[config.mk]
export PLATFORM = sky130hd
export DESIGN_NAME = cpu_prio_mapper
export DESIGN_NICKNAME = d
export VERILOG_FILES = /design/src/rtl/cpu_prio_pkg.sv /design/src/rtl/cpu_prio_rank.sv /design/src/rtl/cpu_prio_pick.sv /design/src/rtl/cpu_prio_mapper.sv
export SDC_FILE = /design/constraint.sdc
export NUM_CORES = 1
export LEC_CHECK = 0
export ABC_AREA = 1
export BUFFER_PORTS_ARGS = -buffer_cell sky130_fd_sc_hd__clkbuf_2
export CAP_MARGIN = 40
export CORE_ASPECT_RATIO = 0.6
export CORE_MARGIN = 2
export CORE_UTILIZATION = 61
export CTS_CLUSTER_DIAMETER = 40
export DETAILED_ROUTE_END_ITERATION = 7
export MAX_ROUTING_LAYER = met4
export PLACE_DENSITY = 0.85
export REMOVE_ABC_BUFFERS = 1
export SLEW_MARGIN = 10
export SYNTH_ARGS = -nofsm -noshare
export SYNTH_HDL_FRONTEND = slang
export SYNTH_SLANG_ARGS = --single-unit
[constraint.sdc]
create_clock -name clk -period 3.3 [get_ports clk]
set_clock_uncertainty 0.05 [all_clocks]
set_input_delay 0.33 -clock clk [delete_from_list [all_inputs] [get_ports clk]]
set_output_delay 0.33 -clock clk [all_outputs]
set_load 0.03 [all_outputs]
[src/rtl/cpu_prio_pkg.sv]
package cpu_prio_pkg;
    parameter int unsigned DEF_NUM_CPU = 3;
    parameter int unsigned DEF_PRIO_W  = 8;

    // index width that stays at least one bit wide
    function automatic int unsigned idx_width(int unsigned n);
        return (n > 1) ? $clog2(n) : 1;
    endfunction
endpackage

[src/rtl/cpu_prio_rank.sv]
module cpu_prio_rank #(
    parameter int unsigned N  = 3,
    parameter int unsigned PW = 8,
    parameter int unsigned IW = 2
) (
    input  logic [N-1:0][PW-1:0] prio,
    input  logic [N-1:0]         run,
    output logic [N-1:0][IW-1:0] rank
);
    // rank of a processor = number of processors it outranks
    for (genvar i = 0; i < N; i++) begin : g_row
        always_comb begin
            logic [IW-1:0] cnt;
            logic [PW:0]   key_i;
            logic [PW:0]   key_j;
            cnt   = '0;
            key_i = {run[i], prio[i]};
            for (int j = 0; j < N; j++) begin
                key_j = {run[j], prio[j]};
                if (j != i) begin
                    if ((key_i > key_j) || ((key_i == key_j) && (i < j))) begin
                        cnt = cnt + IW'(1);
                    end
                end
            end
            rank[i] = cnt;
        end
    end
endmodule

[src/rtl/cpu_prio_pick.sv]
module cpu_prio_pick #(
    parameter int unsigned N  = 3,
    parameter int unsigned IW = 2
) (
    input  logic [N-1:0]  req,
    output logic          any,
    output logic [IW-1:0] idx,
    output logic [N-1:0]  onehot
);
    always_comb begin
        any    = |req;
        idx    = '0;
        onehot = '0;
        for (int i = N - 1; i >= 0; i--) begin
            if (req[i]) begin
                idx    = IW'(i);
                onehot = N'(1) << i;
            end
        end
    end
endmodule

[src/rtl/cpu_prio_mapper.sv]
module cpu_prio_mapper
    import cpu_prio_pkg::*;
#(
    parameter int unsigned NUM_CPU = DEF_NUM_CPU,
    parameter int unsigned PRIO_W  = DEF_PRIO_W,
    localparam int unsigned IDX_W  = idx_width(NUM_CPU)
) (
    input  logic                      clk,
    input  logic                      rst_n,
    input  logic [NUM_CPU*PRIO_W-1:0] task_prio_i,
    input  logic [NUM_CPU-1:0]        run_i,
    input  logic [NUM_CPU-1:0]        upd_i,
    output logic                      pbus_vld_o,
    output logic [IDX_W-1:0]          pbus_idx_o,
    output logic [IDX_W-1:0]          pbus_rank_o,
    output logic                      busy_o
);
    typedef struct packed {
        logic [NUM_CPU-1:0][PRIO_W-1:0] cap_prio;
        logic [NUM_CPU-1:0]             cap_run;
        logic                           rerank;
        logic [NUM_CPU-1:0][IDX_W-1:0]  sent;
        logic [NUM_CPU-1:0][IDX_W-1:0]  target;
        logic [NUM_CPU-1:0]             pend;
    } state_t;

    function automatic state_t reset_state();
        state_t s;
        s = '0;
        for (int i = 0; i < NUM_CPU; i++) begin
            s.sent[i]   = IDX_W'(NUM_CPU - 1 - i);
            s.target[i] = IDX_W'(NUM_CPU - 1 - i);
        end
        return s;
    endfunction

    state_t st_d, st_q;

    logic [NUM_CPU-1:0][PRIO_W-1:0] prio_in;
    logic [NUM_CPU-1:0][IDX_W-1:0]  rank_w;
    logic                           pick_any;
    logic [IDX_W-1:0]               pick_idx;
    logic [NUM_CPU-1:0]             pick_oh;

    for (genvar i = 0; i < NUM_CPU; i++) begin : g_unpack
        assign prio_in[i] = task_prio_i[i*PRIO_W +: PRIO_W];
    end

    cpu_prio_rank #(.N(NUM_CPU), .PW(PRIO_W), .IW(IDX_W)) rank_i (
        .prio (st_q.cap_prio),
        .run  (st_q.cap_run),
        .rank (rank_w)
    );

    cpu_prio_pick #(.N(NUM_CPU), .IW(IDX_W)) pick_i (
        .req    (st_q.pend),
        .any    (pick_any),
        .idx    (pick_idx),
        .onehot (pick_oh)
    );

    always_comb begin
        st_d = st_q;
        // capture strobed inputs only
        for (int i = 0; i < NUM_CPU; i++) begin
            if (upd_i[i]) begin
                st_d.cap_prio[i] = prio_in[i];
                st_d.cap_run[i]  = run_i[i];
            end
        end
        st_d.rerank = |upd_i;
        // one write per cycle
        if (pick_any) begin
            st_d.sent[pick_idx] = st_q.target[pick_idx];
        end
        st_d.pend = st_q.pend & ~pick_oh;
        // fresh ranking replaces any older pending set
        if (st_q.rerank) begin
            st_d.target = rank_w;
            for (int i = 0; i < NUM_CPU; i++) begin
                st_d.pend[i] = (rank_w[i] != st_d.sent[i]);
            end
        end
    end

    always_ff @(posedge clk) begin
        if (!rst_n) begin
            st_q <= reset_state();
        end else begin
            st_q <= st_d;
        end
    end

    assign pbus_vld_o  = pick_any;
    assign pbus_idx_o  = pick_idx;
    assign pbus_rank_o = st_q.target[pick_idx];
    assign busy_o      = st_q.rerank | pick_any;
endmodule

==> out/results.tsv, run 1 <==
stage	metric	value	unit
synthesis	Synth Instances	355	
floorplanning	Die W	86.90	um
timing	final cycle utilization of the critical path	60.09	%
global_route	first-pass GRT wire length	9.059	mm
pwr	sequential power share	43.7	%
layout	P&R area growth vs syn	11.54	%
floorplanning	Vert. Die Dim	53.74	um
pwr	combinational fraction of design power	31.1	%
layout	largest register by flop count	st_q	
critical_path	CP max-delay cell	dfxtp_1	
synthesis	Avg Cell Area, Syn	7.084	um^2
critical_path	cells along the critical path	inv_1, ha_1, nand2_1, nor2_1, nand3b_1, nand3_1, inv_1, ha_1, inv_1, nand2_1, a41oi_1	
floorplanning	Die ar.	4669	um^2
place	IO buf count	37	
pwr	Peak VDD IR	309.6	uV
cts	CTS Root Cell	clkbuf_8	
route	DR WL/cell	12.61	um
pwr	Int Pwr	0.0008723	W
timing	unrepaired setup endpoints after global routing	false	
critical_path	Crit path largest cell delay	0.31	ns
global_route	total global routing overflow	0	
timing	Slew @ Worst Pin	0.6526	ns
pwr	Pleak	1.488	nW
cts	Post-CTS Setup Bufs	0	
layout	Non-Filler Instances	439	
route	Iteration-0 DRC Markers	177	
synthesis	Unique masters post-synth	28	
pwr	Cell Pwr Density	478.4	nW/um^2
global_route	number of global-route vias before repair	1985	
cts	TritonCTS Sinks	43	
pwr	Sw Ratio	35.00	%
synthesis	Seq/Total Area, Yosys	34.23	%
layout	Multi-input gate area	1360	um^2
global_route	largest net degree at the start of global routing	38	
route	Detail Route Antenna Nets	0	
layout	diode count	0	
global_route	initial antenna violation count	0	
timing	Final TNS setup	0	ns
route	vias after detailed routing	2273	
layout	commonest cells after routing, fill and taps aside	nand2_1, inv_1, dfxtp_1	
critical_path	CP dominant cell by count	inv_1	
timing	min cycle time layout	1.983	ns
cts	Reg clk slew, reported paths	0.08	ns
timing	Worst slew margin	56.49	%
place	RD Place Congestion	0.8538	
timing	Final setup viols	0	
synthesis	synthesized flop and latch total	43	
global_route	GR Util All Layers	26.31	%
route	Post-Route WL	5.537	mm
timing	Final Slew Violations	0	
critical_path	startpoint types	register	
layout	# nets final	449	
cts	Max Buffers Root-to-Sink	2	
critical_path	crit path kind	register to register	
layout	commonest non-fill, non-tap cell in the layout	nand2_1	
route	drc violations	0	
floorplanning	starting density of the core	62.38	%
critical_path	worst-path maximum fanout	3	
layout	top flop regs	st_q x43	
cts	CTS tree	done	
floorplanning	FP Rows	18	
critical_path	nature of the critical path endpoint	register	
cts	post_cts resized	0	
route	DR vias/cell	5.178	
layout	Largest register FFs	43	
run	max cap viols	0	
cts	CTS Buf Count	5	
floorplanning	Core ar.	4031	um^2
timing	Final Hold Fails	0	
critical_path	WP data arrival	2.15	ns
place	dpl cells	432	
critical_path	CP Data Required Time	3.46	ns
pwr	clock share of power	25.2	%
route	1st-pass router iterations	4	
outcome	status	completed	
synthesis	Mapped Area	2515	um^2
floorplanning	# IOs	38	
layout	Layout Utilization	69.58	%
synthesis	Yosys warning count	0	
pwr	switching pwr	0.0004698	W
layout	Sequential Area	860.8	um^2
timing	Peak Freq	504.3	MHz
cts	# H-tree levels	2	
cts	Worst-Skew Late Latency	0.29	ns
layout	fraction of layout cells with a size suffix above 1	17.22	%
layout	fill count	347	
place	DP HPWL	4.318	mm
cts	# hold bufs at CTS	0	
hold_path	HP Class	input pin to register	
==> final cells by class <==
class                   count  area share, %
clock inverters             1         0.1784
repair buffers             37          6.601
clock buffers               6          2.944
inverters                  65          8.876
flip-flops and latches     43          30.69
multi-input cells         237          48.48
well taps                  50          2.230
==> critical path: cells and delay by family (launching register included) <==
| family | cells | cell delay [ns] |
|---|---|---|
| flip-flops | 1 | 0.31 |
| adder cells (fa/ha/maj) | 2 | 0.61 |
| buffers and inverters | 3 | 0.20 |
| AO/OA/AOI/OAI | 1 | 0.19 |
| AND/OR/NAND/NOR | 5 | 0.55 |
==> synthesized netlist by cell type (all sizes together) <==
cell | instances | area, um^2
nand2 | 75 | 306.5
inv | 65 | 249.0
dfxtp | 43 | 860.8
nor2 | 39 | 166.4
o21ai | 35 | 175.2
a21oi | 28 | 147.6
ha | 28 | 350.3
nand3 | 20 | 122.6
clkbuf | 8 | 30.03
nand3b | 3 | 26.27
a31oi | 2 | 12.51
buf | 2 | 15.01
nand4 | 2 | 12.51
o211ai | 2 | 15.01
a211oi | 1 | 7.510
a41oi | 1 | 8.760
xnor2 | 1 | 8.760
==> power groups by stage <==
stage	Sequential [W]	Clock (W)	Combinational, W
floorplan	0.000592	0	0.000307
global placement	0.000598	0	0.000396
detailed placement	0.000599	0	0.000411
CTS	0.000587	0.000345	0.000415
global route	0.000592	0.000368	0.000480
finish	0.000587	0.000338	0.000417
==> metrics by stage <==
| step | hold WS, ns | area [um^2] | setup slack [ns] | total power [W] |
|---|---|---|---|---|
| 2_1_floorplan | 0.3487 | 2470 | 1.567 | 0.0008989 |
| 3_5_place_dp | 0.4167 | 2718 | 1.357 | 0.001010 |
| 3_3_place_gp | 0.4070 | 2718 | 1.409 | 0.0009936 |
| 5_1_grt | 0.2165 | 2805 | 1.170 | 0.001440 |
| 6_report | 0.2049 | 2805 | 1.317 | 0.001342 |
| 4_1_cts | 0.1984 | 2805 | 1.329 | 0.001347 |
==> final timing paths <==
check,slack [ns],endpoint,startpoint,cells past startpoint
hold reg to reg,0.43,st_q[4],st_q[4],2
setup reg to reg,1.32,st_q[2],st_q[18],11
setup / recovery,1.32,st_q[2],st_q[18],11
hold / removal,0.20,st_q[31],task_prio_i[12],3
==> cell families after synthesis <==
logic type / synth area share, %
and+or+nand+nor: 25.22
AOI/OAI and AO/OA: 14.58
DFF: 34.23
xor gates and xnor gates: 0.3483
buffers and inverters: 11.69
adders and majority gates: 13.93
==> per-layer routing <==
layer	global-route usage [%]	vias up	wire, um
met4	6.250	0	46
met5	-	-	0
met1	35.99	1002	2791
li1	-	1205	-
met2	40.59	62	2339
met3	5.061	4	359
Power figures use the tool's default switching activity.
==> inputs of run 2 (changes only) <==
Settings changed: CORE_UTILIZATION 61 to 51, PLACE_DENSITY 0.85 to 0.76.
Clock period 3.3 ns to 1.7 ns, I/O delays scaled along.
==> run 2 against run 1 <==
Net effect: the flow now finishes with violations (setup timing); first-iteration DRC count increased by 6.8%; clock power is 90% higher; sequential share of layout area shrank 5.1 points; utilization is 6.0 points higher; critical path depth rose by 2; worst hold slack worse by 0.17 ns; non-clock buffer count up 28; die area increased by 18%; count of clock-buffer cells in the layout decreased by 1; wire length is 35% higher; flip-flop and latch count is the same; critical endpoint is now st_q[0]; highest routed layer unchanged.
==> out/results.tsv, run 2 (same netlist as run 1, synthesis figures left out) <==
stage	metric	value	unit	change
outcome	status	finished, violations left		
outcome	failing checks	setup timing		
critical_path	Worst Setup SP	st_q[36]		
pwr	Pleak	1.679	nW	+13%
global_route	number of global-route vias before repair	2501		+26%
critical_path	reg2reg start	st_q[36]		
floorplanning	Die W	94.66	um	+8.9%
route	drc violations	0		unchanged
timing	worst setup margin	-0.1685	ns	-1.486 ns
layout	top flop regs	st_q x43		
route	Detail Route Antenna Nets	0		unchanged
critical_path	Crit path largest cell delay	0.33	ns	+0.02 ns
layout	largest register by flop count	st_q		
layout	Largest register FFs	43		unchanged
critical_path	R2R Setup Slk	-0.17	ns	-1.49 ns
place	RD Place Congestion	0.8762		+2.6%
floorplanning	Die ar.	5527	um^2	+18%
route	DR WL/cell	15.58	um	+24%
global_route	first-pass GRT wire length	11.84	mm	+31%
critical_path	cells along the critical path	inv_2, ha_1, nand2_2, nor2_2, nand3b_1, buf_4, nand4_1, inv_1, nand2_2, nand3b_1, nand3_2, nand2_1, inv_1		
global_route	total global routing overflow	0		unchanged
critical_path	CP delay by family, top	simple AND/OR/NAND/NOR gates		
layout	commonest non-fill, non-tap cell in the layout	nand2_1		
timing	unrepaired setup endpoints after global routing	true		
floorplanning	Vert. Die Dim	58.40	um	+8.7%
floorplanning	starting density of the core	53.97	%	-8.4 points
cts	CTS tree	done		
place	IO buf count	37		unchanged
floorplanning	# IOs	38		unchanged
timing	min cycle time layout	1.869	ns	-0.1143 ns
timing	final cycle utilization of the critical path	109.9	%	+50 points
place	dpl cells	462		+6.9%
cts	# hold bufs at CTS	0		unchanged
global_route	largest net degree at the start of global routing	20		-47%
place	DP HPWL	4.767	mm	+10%
critical_path	WP data arrival	2.02	ns	-0.13 ns
pwr	Peak VDD IR	590.4	uV	+91%
timing	Slew @ Worst Pin	0.5276	ns	-0.1250 ns
route	DR vias/cell	5.356		+3.4%
critical_path	CP Data Required Time	1.85	ns	-1.61 ns
layout	Non-Filler Instances	481		+9.6%
timing	Final TNS setup	-0.8209	ns	-0.8209 ns
timing	Final Hold Fails	0		unchanged
critical_path	Buf/Inv on CP	4		+1
floorplanning	FP Rows	19		+1
timing	Final setup viols	7		+7
route	1st-pass router iterations	5		+1
cts	# H-tree levels	2		unchanged
critical_path	worst r2r path cells	13		+2
timing	Worst slew margin	64.79	%	+8.3 points
hold_path	HP Class	input pin to register		
critical_path	Worst Setup EP	st_q[0]		
layout	fill count	335		-3.5%
layout	Layout Utilization	75.59	%	+6.0 points
layout	diode count	0		unchanged
pwr	Cell Pwr Density	852.5	nW/um^2	+78%
timing	Final Slew Violations	0		unchanged
run	max cap viols	0		unchanged
cts	Reg clk slew, reported paths	0.09	ns	about the same
route	Post-Route WL	7.496	mm	+35%
layout	# nets final	477		+6.2%
cts	TritonCTS Sinks	43		unchanged
critical_path	startpoint types	register		
layout	P&R area growth vs syn	40.05	%	
timing	Peak Freq	535.2	MHz	+6.1%
critical_path	CP max-delay cell	dfxtp_2		
route	Iteration-0 DRC Markers	189		+6.8%
floorplanning	Core ar.	4659	um^2	+16%
layout	fraction of layout cells with a size suffix above 1	45.93	%	+29 points
global_route	initial antenna violation count	0		unchanged
critical_path	worst-path maximum fanout	4		+1
cts	Max Buffers Root-to-Sink	2		unchanged
cts	CTS Root Cell	clkbuf_8		
global_route	GR Util All Layers	29.23	%	+2.9 points
critical_path	crit path kind	register to register		
critical_path	nature of the critical path endpoint	register		
critical_path	reg2reg end	st_q[0]		
critical_path	WP depth	13		+2
cts	Worst-Skew Late Latency	0.30	ns	about the same
layout	commonest cells after routing, fill and taps aside	nand2_1, inv_1, clkbuf_2		
route	vias after detailed routing	2576		+13%
cts	CTS Buf Count	5		unchanged
hold_path	Hold Path Depth	3		unchanged
run 2: cell type report:
type,count,area (um^2),share of cell area (%)
flip-flops and latches,43,900.9,25.58
clock buffers,5,68.82,1.954
clock inverters,3,15.01,0.4263
well taps,63,78.83,2.238
inverters,65,259.0,7.353
multi-input cells,237,1797,51.01
repair buffers,65,402.9,11.44
run 2: worst reg2reg max path: cells and delay by family, from the launching register on:
kind / cells / cell delay, ns
fa+ha+maj: 1 / 0.30
buf+inv: 4 / 0.36
flops: 1 / 0.33
simple gates: 8 / 0.72
run 2: report_power, final:
part	internal [W]	total, W	switching, W	leakage, nW
clock	0.000282	0.000642	0.000360	0.0477
sequential	0.00110	0.00117	0.0000779	0.365
combinational	0.000495	0.00119	0.000692	1.27
run 2: per-layer routing:
metal | global-route usage [%] | vias to the layer above | wire length (um)
met5 | - | - | 0
met4 | 7.660 | 0 | 158
met3 | 5.250 | 19 | 545
met2 | 46.10 | 108 | 3373
met1 | 39.22 | 1188 | 3419
li1 | - | 1261 | -
run 2: through the flow:
stage	worst slack, ns	hold slack, ns	area [um^2]	total power, W
CTS	-0.09517	0.03781	3420	0.002875
detailed placement	-0.2445	0.3458	2861	0.002015
finish	-0.1685	0.03185	3522	0.003003
global placement	-0.1858	0.3433	2861	0.001984
global route	-0.3075	0.04031	3522	0.003173
floorplan	-0.03276	0.1887	2470	0.001745
run 2: what timing repair did:
| action | 4_1_cts | 5_1_grt |
|---|---|---|
| gates resized for setup | 93 | 26 |
| setup buffers | 11 | 1 |
| setup endpoints to repair | 9 | 11 |
| pin swaps | 37 | 11 |
run 2: worst min-delay path by stage:
stage,from,to,slack (ns)
5_1_grt,task_prio_i[11],st_q[30],0.04
4_1_cts,task_prio_i[9],st_q[28],0.04
6_report,task_prio_i[9],st_q[28],0.03
3_5_place_dp,task_prio_i[9],st_q[28],0.35
3_3_place_gp,task_prio_i[16],st_q[35],0.34
2_1_floorplan,rst_n,st_q[10],0.19
